===== src/rtl/shut_pkg.sv =====
`timescale 1ns/1ps
package shut_pkg;
  localparam int VCW = 10;  // field count width
  localparam int HCW = 11;  // line count width, also line index width

  typedef struct packed {
    logic           en;
    logic [VCW-1:0] vcnt;
    logic [HCW-1:0] hcnt;
    logic [VCW-1:0] fsel;
  } shut_cfg_t;
endpackage


===== src/rtl/shut_field_ctl.sv =====
`timescale 1ns/1ps
module shut_field_ctl
  import shut_pkg::*;
(
  input  logic            clk,
  input  logic            rst,
  input  logic            cfg_load,
  input  shut_cfg_t       cfg_in,
  input  logic            line_start,
  input  logic            field_start,
  output shut_cfg_t       act,
  output logic [VCW-1:0]  fcnt,
  output logic [HCW-1:0]  line_idx,
  output logic            busy
);
  shut_cfg_t      pend_q, act_q, nxt_act;
  logic           pend_v;
  logic [VCW-1:0] fcnt_q, nxt_fcnt;
  logic [HCW-1:0] line_q;
  logic           busy_q, cyc_start, busy_d;

  // a new exposure cycle opens at the field after the final one
  assign cyc_start = field_start && (fcnt_q == act_q.vcnt);
  assign nxt_act   = (cyc_start && pend_v) ? pend_q : act_q;

  always_comb begin
    nxt_fcnt = fcnt_q;
    if (field_start) nxt_fcnt = cyc_start ? '0 : fcnt_q + VCW'(1);
  end

  assign busy_d = (nxt_act.vcnt != '0) && (nxt_fcnt != nxt_act.vcnt);

  always_ff @(posedge clk) begin
    if (rst) begin
      pend_q <= '0;
      pend_v <= 1'b0;
      act_q  <= '0;
      fcnt_q <= '0;
      line_q <= '0;
      busy_q <= 1'b0;
    end else begin
      if (cyc_start && pend_v) pend_v <= 1'b0;
      if (cfg_load && !busy_q) begin
        pend_q <= cfg_in;
        pend_v <= 1'b1;
      end
      act_q  <= nxt_act;
      fcnt_q <= nxt_fcnt;
      busy_q <= busy_d;
      if (field_start)
        line_q <= '0;
      else if (line_start && (line_q != '1))
        line_q <= line_q + HCW'(1);
    end
  end

  assign act      = act_q;
  assign fcnt     = fcnt_q;
  assign line_idx = line_q;
  assign busy     = busy_q;

  a_r4_fcnt_bounded: assert property (@(posedge clk) disable iff (rst)
    fcnt_q <= act_q.vcnt);
  a_r8_busy_not_final: assert property (@(posedge clk) disable iff (rst)
    busy_q |-> (fcnt_q != act_q.vcnt));
  a_r9_load_refused: assert property (@(posedge clk) disable iff (rst)
    (busy_q && cfg_load) |=> (pend_q == $past(pend_q)));
  a_r9_act_only_at_field: assert property (@(posedge clk) disable iff (rst)
    !field_start |=> (act_q == $past(act_q)));
endmodule


===== src/rtl/shut_pulse_gen.sv =====
`timescale 1ns/1ps
module shut_pulse_gen
  import shut_pkg::*;
#(
  parameter int PIX_W      = 12,
  parameter int SUB_ON     = 100,
  parameter int SUB_OFF    = 180,
  parameter int RISE_POS   = 1416,
  parameter int FALL_DRAFT = 1338,
  parameter int FALL_FRAME = 1260
)(
  input  logic             clk,
  input  logic             rst,
  input  shut_cfg_t        act,
  input  logic [VCW-1:0]   fcnt,
  input  logic [HCW-1:0]   line_idx,
  input  logic [PIX_W-1:0] pix_pos,
  input  logic             ro_line,
  input  logic             ro_hold,
  input  logic             frame_mode,
  output logic             sub_q,
  output logic             exp_q
);
  localparam logic [PIX_W-1:0] P_ON   = PIX_W'(SUB_ON);
  localparam logic [PIX_W-1:0] P_OFF  = PIX_W'(SUB_OFF);
  localparam logic [PIX_W-1:0] P_RISE = PIX_W'(RISE_POS);
  localparam logic [PIX_W-1:0] P_FD   = PIX_W'(FALL_DRAFT);
  localparam logic [PIX_W-1:0] P_FF   = PIX_W'(FALL_FRAME);

  logic             burst_fld, in_win, sub_d, last_fall, ro_ok, no_burst, exp_d;
  logic [PIX_W-1:0] fall_pos;

  assign burst_fld = act.en && (fcnt == act.fsel);
  assign in_win    = (pix_pos >= P_ON) && (pix_pos < P_OFF);
  assign sub_d     = burst_fld && (line_idx <= act.hcnt) && in_win;
  assign last_fall = burst_fld && (line_idx == act.hcnt) && (pix_pos == P_OFF);
  assign ro_ok     = ro_line && !ro_hold && (fcnt == act.vcnt);
  assign no_burst  = !act.en || (act.fsel > act.vcnt);
  assign fall_pos  = frame_mode ? P_FF : P_FD;

  always_comb begin
    exp_d = exp_q;
    if (last_fall)                                exp_d = 1'b1;
    else if (ro_ok && (pix_pos == fall_pos))      exp_d = 1'b0;
    else if (ro_ok && no_burst && (pix_pos == P_RISE)) exp_d = 1'b1;
  end

  always_ff @(posedge clk) begin
    if (rst) begin
      sub_q <= 1'b0;
      exp_q <= 1'b0;
    end else begin
      sub_q <= sub_d;
      exp_q <= exp_d;
    end
  end

  a_r1_no_sub_disabled: assert property (@(posedge clk) disable iff (rst)
    !act.en |=> !sub_q);
  a_r2_sub_in_window: assert property (@(posedge clk) disable iff (rst)
    sub_q |-> (($past(pix_pos) >= P_ON) && ($past(pix_pos) < P_OFF)));
  a_r7_fall_needs_readout: assert property (@(posedge clk) disable iff (rst)
    $fell(exp_q) |-> $past(ro_line && !ro_hold));
  a_r6_fall_position: assert property (@(posedge clk) disable iff (rst)
    $fell(exp_q) |-> ($past(pix_pos) == ($past(frame_mode) ? P_FF : P_FD)));
endmodule


===== src/rtl/shutter_seq.sv =====
`timescale 1ns/1ps
module shutter_seq
  import shut_pkg::*;
#(
  parameter int PIX_W      = 12,
  parameter int SUB_ON     = 100,
  parameter int SUB_OFF    = 180,
  parameter int RISE_POS   = 1416,
  parameter int FALL_DRAFT = 1338,
  parameter int FALL_FRAME = 1260
)(
  input  logic             clk,
  input  logic             rst,
  input  logic             cfg_load,
  input  logic             cfg_en,
  input  logic [VCW-1:0]   cfg_vcnt,
  input  logic [HCW-1:0]   cfg_hcnt,
  input  logic [VCW-1:0]   cfg_fsel,
  input  logic             ro_hold,
  input  logic             frame_mode,
  input  logic             line_start,
  input  logic             field_start,
  input  logic [PIX_W-1:0] pix_pos,
  input  logic             ro_line,
  output logic             sub_req,
  output logic             exp_lvl,
  output logic             long_busy
);
  shut_cfg_t      cfg_in, act;
  logic [VCW-1:0] fcnt;
  logic [HCW-1:0] line_idx;

  assign cfg_in = '{en: cfg_en, vcnt: cfg_vcnt, hcnt: cfg_hcnt, fsel: cfg_fsel};

  shut_field_ctl u_ctl (
    .clk(clk), .rst(rst), .cfg_load(cfg_load), .cfg_in(cfg_in),
    .line_start(line_start), .field_start(field_start),
    .act(act), .fcnt(fcnt), .line_idx(line_idx), .busy(long_busy)
  );

  shut_pulse_gen #(
    .PIX_W(PIX_W), .SUB_ON(SUB_ON), .SUB_OFF(SUB_OFF), .RISE_POS(RISE_POS),
    .FALL_DRAFT(FALL_DRAFT), .FALL_FRAME(FALL_FRAME)
  ) u_gen (
    .clk(clk), .rst(rst), .act(act), .fcnt(fcnt), .line_idx(line_idx),
    .pix_pos(pix_pos), .ro_line(ro_line), .ro_hold(ro_hold),
    .frame_mode(frame_mode), .sub_q(sub_req), .exp_q(exp_lvl)
  );
endmodule


===== config.mk =====
export PLATFORM = sky130hd
export DESIGN_NAME = shutter_seq
export DESIGN_NICKNAME = d
export VERILOG_FILES = /design/src/rtl/shut_pkg.sv /design/src/rtl/shut_field_ctl.sv /design/src/rtl/shut_pulse_gen.sv /design/src/rtl/shutter_seq.sv
export SDC_FILE = /design/constraint.sdc
export NUM_CORES = 1
export LEC_CHECK = 0
export BUFFER_PORTS_ARGS = -buffer_cell sky130_fd_sc_hd__buf_4
export CORE_MARGIN = 1.5
export CORE_UTILIZATION = 43
export DETAILED_ROUTE_END_ITERATION = 10
export HOLD_SLACK_MARGIN = 0.02
export SLEW_MARGIN = 40
export SYNTH_ARGS = -nofsm -noshare
export SYNTH_HDL_FRONTEND = slang
export SYNTH_SLANG_ARGS = --single-unit

===== constraint.sdc =====
create_clock -name clk -period 6.1 [get_ports clk]
set_input_delay 1.22 -clock clk [delete_from_list [all_inputs] [get_ports clk]]
set_output_delay 1.22 -clock clk [all_outputs]
set_load 0.02 [all_outputs]

==> impl_metrics.env, run 1 <==
export IMPL_path_max_fanout=11
export IMPL_core_mm2=0.0102
export IMPL_crit_path_start="field_start"
export IMPL_yosysUniqueCellTypes=50
export IMPL_r2r_end="u_ctl.busy$_SDFF_PP0_"
export IMPL_fp_dieArea_mm2=0.0110
export IMPL_fmax_mhz=345
export IMPL_synthCells=569
export IMPL_rsz0062_at_grt="no"
export IMPL_die_h_um=105
export IMPL_clock_latency_ns=0.36
export IMPL_relSlewSlack=0.482
export IMPL_criticalPathCategory="input pin to flop"
export IMPL_ir_worst_vdd_mv=0.193
export IMPL_diodes=0
export IMPL_first_pass_iters=4
export IMPL_fin_crit_ns=2.90
export IMPL_synth_edff_count=0
export IMPL_switching_share=0.279
export IMPL_numCtsBuffers=9
export IMPL_grt_use_total=0.195
export IMPL_power_frac_clock=0.318
export IMPL_setup_violations=0
export IMPL_syn_num_nets=644
export IMPL_fin_skew_ns=0.00652
export IMPL_required_ns=6.31
export IMPL_cts_buffer_depth=2
export IMPL_ys_seq_area_frac=0.398
export IMPL_cts_htree_levels=3
export IMPL_drive_above_1_share=0.133
export IMPL_startpoint_type="input pin"
export IMPL_regToRegSetupSlack_ns=3.34
export IMPL_whs_ns=0.453
export IMPL_setup_tns_ns=0
export IMPL_rows=37
export IMPL_period_share=0.475
export IMPL_worstMarginPinSlew_ns=0.777
export IMPL_yosys_cell_count_top_type="nand2_1"
export IMPL_die_w_um=105
export IMPL_power_frac_seq=0.532
export IMPL_cts_hold_repair_buffers=0
export IMPL_cts_setup_buffers=0
export IMPL_synthToLayoutAreaGrowth_pct=14.2
export IMPL_clkSinkCount=89
export IMPL_leakagePower_nw=2.00
export IMPL_antenna_left=0
export IMPL_drv_cap=0
export IMPL_synth_ff_type="dfxtp_1"
export IMPL_r2r_start="u_ctl.fcnt[0]$_SDFF_PP0_"
export IMPL_port_buffers=54
export IMPL_status="complete, no violations"
export IMPL_wl_per_cell_um=13.7
export IMPL_power_switching_uw=329
export IMPL_via_count=3865
export IMPL_ctsRootBufferMaster="clkbuf_8"
export IMPL_antenna_found_initial=0
export IMPL_drv_slew=0
export IMPL_combPwrFrac=0.150
export IMPL_cp_arrival_ns=3.10
export IMPL_yosys_top_cells_count="136 x nand2_1, 89 x dfxtp_1, 73 x a21oi_1"
export IMPL_min_delay_start="u_ctl.pend_q[12]$_SDFFE_PP0P_"
export IMPL_cts_tree="built"
export IMPL_power_internal_uw=850
export IMPL_grt_pass1_wl_mm=17.4
export IMPL_syn_area_per_cell_um2=7.86
export IMPL_drc=0
export IMPL_post_synth_top_area_cell="dfxtp_1"
export IMPL_synthArstFlopShare=0
export IMPL_io_pin_count=55
export IMPL_ff2ff_path_depth=9
export IMPL_gp_congestion=0.905
export IMPL_fin_util=0.501
export IMPL_clk_pin_slew_ns=0.08
export IMPL_final_nets=679
export IMPL_post_dp_hpwl_mm=7.43
export IMPL_initialDrtViolationCount=194
export IMPL_hold_viol=0
export IMPL_syn_area_mm2=0.00447
export IMPL_start_util=0.439
export IMPL_synth_top_area_frac=0.398
export IMPL_synth_seq_cells=89
export IMPL_via_per_inst=5.19
export IMPL_crit_path_end_kind="flop"
export IMPL_overflow=0
export IMPL_grt_pass1_vias=3652
export IMPL_pwr_density_cell_mw_per_mm2=231
export IMPL_wirelength_mm=10.2
export IMPL_ys_top_cells_by_area="dfxtp_1 40%, nand2_1 11%, a21oi_1 8.2%"
export IMPL_grt_max_degree=76
export IMPL_ys_warn_count=0
export IMPL_postCtsResizedCells=0
export IMPL_endpoint="u_ctl.busy$_SDFF_PP0_"
export IMPL_hp_class="flop to flop"
==> worst min path at each step <==
stage,cells past startpoint,slack [ns],to
global route,2,0.47,u_ctl.act[13]$_SDFFE_PP0N_
global placement,2,0.44,u_ctl.act[13]$_SDFFE_PP0N_
floorplan,2,0.43,u_ctl.act[13]$_SDFFE_PP0N_
finish,2,0.45,u_ctl.act[12]$_SDFFE_PP0N_
detailed placement,2,0.44,u_ctl.act[11]$_SDFFE_PP0N_
CTS,2,0.46,u_ctl.act[11]$_SDFFE_PP0N_
==> kinds of logic after synthesis <==
kind of cell	after synthesis	share of synthesized area
adders and majority gates	23	0.0644
AOI/OAI and AO/OA	110	0.140
xor gates and xnor gates	40	0.0783
buffers and inverters	59	0.0554
and+or+nand+nor	243	0.250
muxes	5	0.0129
DFF	89	0.398
==> state kept, by name (all words and copies together) (netlist names) <==
name	count
u_ctl.line_idx	11
u_ctl.busy	1
u_ctl.pend_v	1
u_gen.exp_q	1
u_gen.sub_q	1
u_ctl.act	32
u_ctl.pend_q	32
u_ctl.fcnt	10
==> critical path: stages <==
cell and delay, ns:
buf_4 0.14, nand2_1 0.11, nor4_1 0.42, xnor2_1 0.17
xnor2_1 0.15, a2111oi_0 0.40, a21oi_1 0.12, nor4_1 0.27
a211oi_1 0.10
==> layout make-up <==
cell class / count / area [µm²]
Clock buffer: 11 / 151
Sequential cell: 89 / 1780
Fill cell: 1033 / 5080
Timing Repair Buffer: 56 / 420
Tap cell: 136 / 170
Multi-Input combinational cell: 421 / 2450
Clock inverter: 4 / 28.8
Inverter: 27 / 101
==> cell usage in the layout, fill, tap and decap left out, types with 7 or more instances in the layout <==
cell,netlist,final
nand2_1,136,136
dfxtp_1,89,89
a21oi_1,73,73
buf_4,0,56
nor2_1,41,41
inv_1,27,27
ha_1,23,23
xnor2_1,22,22
xor2_1,18,18
nand4_1,11,11
clkbuf_8,0,11
nand3_1,10,10
nor3_1,9,9
o21ai_0,7,7
==> routing by layer <==
metal / part of all wire / vias up / track usage / routed length (µm)
li1: - / 1992 / - / -
met1: 0.53 / 1751 / 0.287 / 5400
met2: 0.40 / 102 / 0.274 / 4060
met3: 0.049 / 20 / 0.0281 / 494
met4: 0.022 / 0 / 0.0978 / 224
met5: 0 / - / 0 / 0
==> through the flow <==
| step | power, mW | setup slack (ns) | std cells | instance area, µm² |
|---|---|---|---|---|
| 5_1_grt | 1.24 | 3.00 | 744 | 5110 |
| 3_5_place_dp | 0.818 | 2.84 | 729 | 4930 |
| 6_report | 1.18 | 3.20 | 744 | 5110 |
| 2_1_floorplan | 0.758 | 3.28 | 569 | 4470 |
| 3_3_place_gp | 0.814 | 2.92 | 729 | 4920 |
| 4_1_cts | 1.19 | 3.22 | 744 | 5110 |
==> power by group through the flow <==
stage | combinational (mW) | sequential (mW) | clock (mW)
4_1_cts | 0.179 | 0.626 | 0.385
2_1_floorplan | 0.127 | 0.631 | 0
3_5_place_dp | 0.178 | 0.640 | 0
3_3_place_gp | 0.175 | 0.639 | 0
6_report | 0.177 | 0.627 | 0.375
5_1_grt | 0.201 | 0.630 | 0.410
(Power assumes the default switching activity.)
==> inputs of run 2 (changes only) <==
Clock period 6.1 ns to 2.4 ns, I/O delays scaled along.
==> run 2 against run 1 <==
Against the previous run: sequential power rose to 2.5 times the previous value; first-iteration DRC count up 10%; sequential cell count did not move; wire length increased by 4.9%; largest cell class unchanged.
==> impl_metrics.env, run 2 (same netlist as run 1, synthesis figures left out) <==
export IMPL_status="complete, no violations"
export IMPL_ctsRootBufferMaster="clkbuf_8"
export IMPL_drive_above_1_share=0.188
export IMPL_cts_buffer_depth=2
export IMPL_period_share=0.960
export IMPL_critical_path_most_common_cell="xor2_1"
export IMPL_post_dp_hpwl_mm=8.05
export IMPL_crit_path_end_kind="flop"
export IMPL_placedCellCount=757
export IMPL_port_buffers=54
export IMPL_fin_crit_ns=2.30
export IMPL_diodes=0
export IMPL_startpoint_type="flop"
export IMPL_antenna_found_initial=0
export IMPL_antenna_left=0
export IMPL_hp_class="input pin to flop"
export IMPL_fin_util=0.531
export IMPL_overflow=0
export IMPL_drv_cap=0
export IMPL_final_common_cell="nand2_1"
export IMPL_wirelength_mm=10.7
export IMPL_rsz0062_at_grt="yes"
export IMPL_start_util=0.439
export IMPL_drc=0
export IMPL_total_power_mw=3.13
export IMPL_setup_violations=0
export IMPL_cp_top_family="simple AND/OR/NAND/NOR gates"
export IMPL_drv_slew=0
export IMPL_slowest_delay_ns=0.42
export IMPL_final_cell_mix="136 x nand2_1, 87 x dfxtp_1, 85 x buf_4"
export IMPL_crit_path_top_delay_cell="or3_4"
export IMPL_io_pin_count=55
export IMPL_clk_pin_slew_ns=0.11
export IMPL_regArea_mm2=0.00179
export IMPL_worst_path_buf_inv=0
export IMPL_initialDrtViolationCount=214
export IMPL_cp_arrival_ns=2.54
export IMPL_fillers=1024
export IMPL_grt_use_total=0.204
export IMPL_first_pass_iters=6
export IMPL_via_per_inst=5.12
export IMPL_gp_congestion=0.905
export IMPL_clock_latency_ns=0.36
export IMPL_cts_tree="built"
export IMPL_fin_cells=776
export IMPL_required_ns=2.64
export IMPL_path_max_fanout=6
export IMPL_die_w_um=105
export IMPL_rows=37
export IMPL_synthToLayoutAreaGrowth_pct=20.9
export IMPL_multiInputGateArea_mm2=0.00248
export IMPL_relSlewSlack=0.697
export IMPL_grt_max_degree=43
export IMPL_core_mm2=0.0102
export IMPL_grt_pass1_vias=3751
export IMPL_die_h_um=105
export IMPL_criticalPathCategory="flop to flop"
export IMPL_clkSinkCount=89
export IMPL_fp_dieArea_mm2=0.0110
export IMPL_worstMarginPinSlew_ns=0.454
export IMPL_cp_cell_sequence="xor2_1, nor4_2, nand4_4, or3_4, mux2i_2, xor2_1, nor4_1, a211oi_1"
export IMPL_via_count=3976
export IMPL_leakagePower_nw=2.19
export IMPL_hold_viol=0
export IMPL_fin_skew_ns=0.0150
export IMPL_numCtsBuffers=9
export IMPL_final_nets=710
export IMPL_cts_htree_levels=3
export IMPL_ir_worst_vdd_mv=0.348
export IMPL_pwr_density_cell_mw_per_mm2=580
export IMPL_fmax_mhz=434
export IMPL_wl_per_cell_um=13.8
export IMPL_grt_pass1_wl_mm=18.2
[run 2: worst paths after layout]
kind              cells past startpoint                            end  slack [ns]                           from
setup / recovery                      8          u_ctl.busy$_SDFF_PP0_         0.1       u_ctl.fcnt[3]$_SDFF_PP0_
hold / removal                        3  u_ctl.pend_q[16]$_SDFFE_PP0P_        0.36                    cfg_hcnt[6]
setup reg to reg                      8          u_ctl.busy$_SDFF_PP0_         0.1       u_ctl.fcnt[3]$_SDFF_PP0_
hold reg to reg                       2     u_ctl.act[11]$_SDFFE_PP0N_        0.46  u_ctl.pend_q[11]$_SDFFE_PP0P_
[run 2: worst register-to-register path: stages, from the launching register on]
cell	delay, ns
dfxtp_4	0.38
xor2_1	0.15
nor4_2	0.37
nand4_4	0.13
or3_4	0.42
mux2i_2	0.19
xor2_1	0.16
nor4_1	0.28
a211oi_1	0.11
[run 2: metrics by stage]
stage	setup TNS, ns	hold WS (ns)	setup slack (ns)	area (µm²)
floorplan	0	0.432	0.0662	4470
global placement	0	0.441	0.0122	5140
detailed placement	-0.0504	0.446	-0.0504	5140
CTS	0	0.342	0.00141	5330
global route	-0.0501	0.343	-0.0501	5410
finish	0	0.360	0.0951	5410
[run 2: layout make-up]
type                       instances  share of cell area
clock buffer                       9              0.0229
clock inverter                     7              0.0127
inverter                          27              0.0187
multi-input combinational        421               0.460
sequential                        89               0.331
tap                              136              0.0315
timing repair buffer              87               0.124
[run 2: layer usage]
metal  vias to the layer above  wire length (µm)  track usage  share of wire
li1                       2044                 -            -              -
met1                      1826              5530        0.306           0.52
met2                       100              4490        0.300           0.42
met3                         6               556       0.0381          0.052
met4                         0                99       0.0499         0.0093
met5                         -                 0            0              0
[run 2: timing repair]
action,4_1_cts,5_1_grt
resized for setup,0,12
endpoints found under the setup margin,0,19
buffers inserted,0,3
hold buffers,0,0
[run 2: power breakdown]
group / switching [mW] / leakage [nW] / internal (mW)
Sequential: 0.0467 / 0.725 / 1.54
Clock: 0.611 / 0.0997 / 0.408
Combinational: 0.284 / 1.36 / 0.250
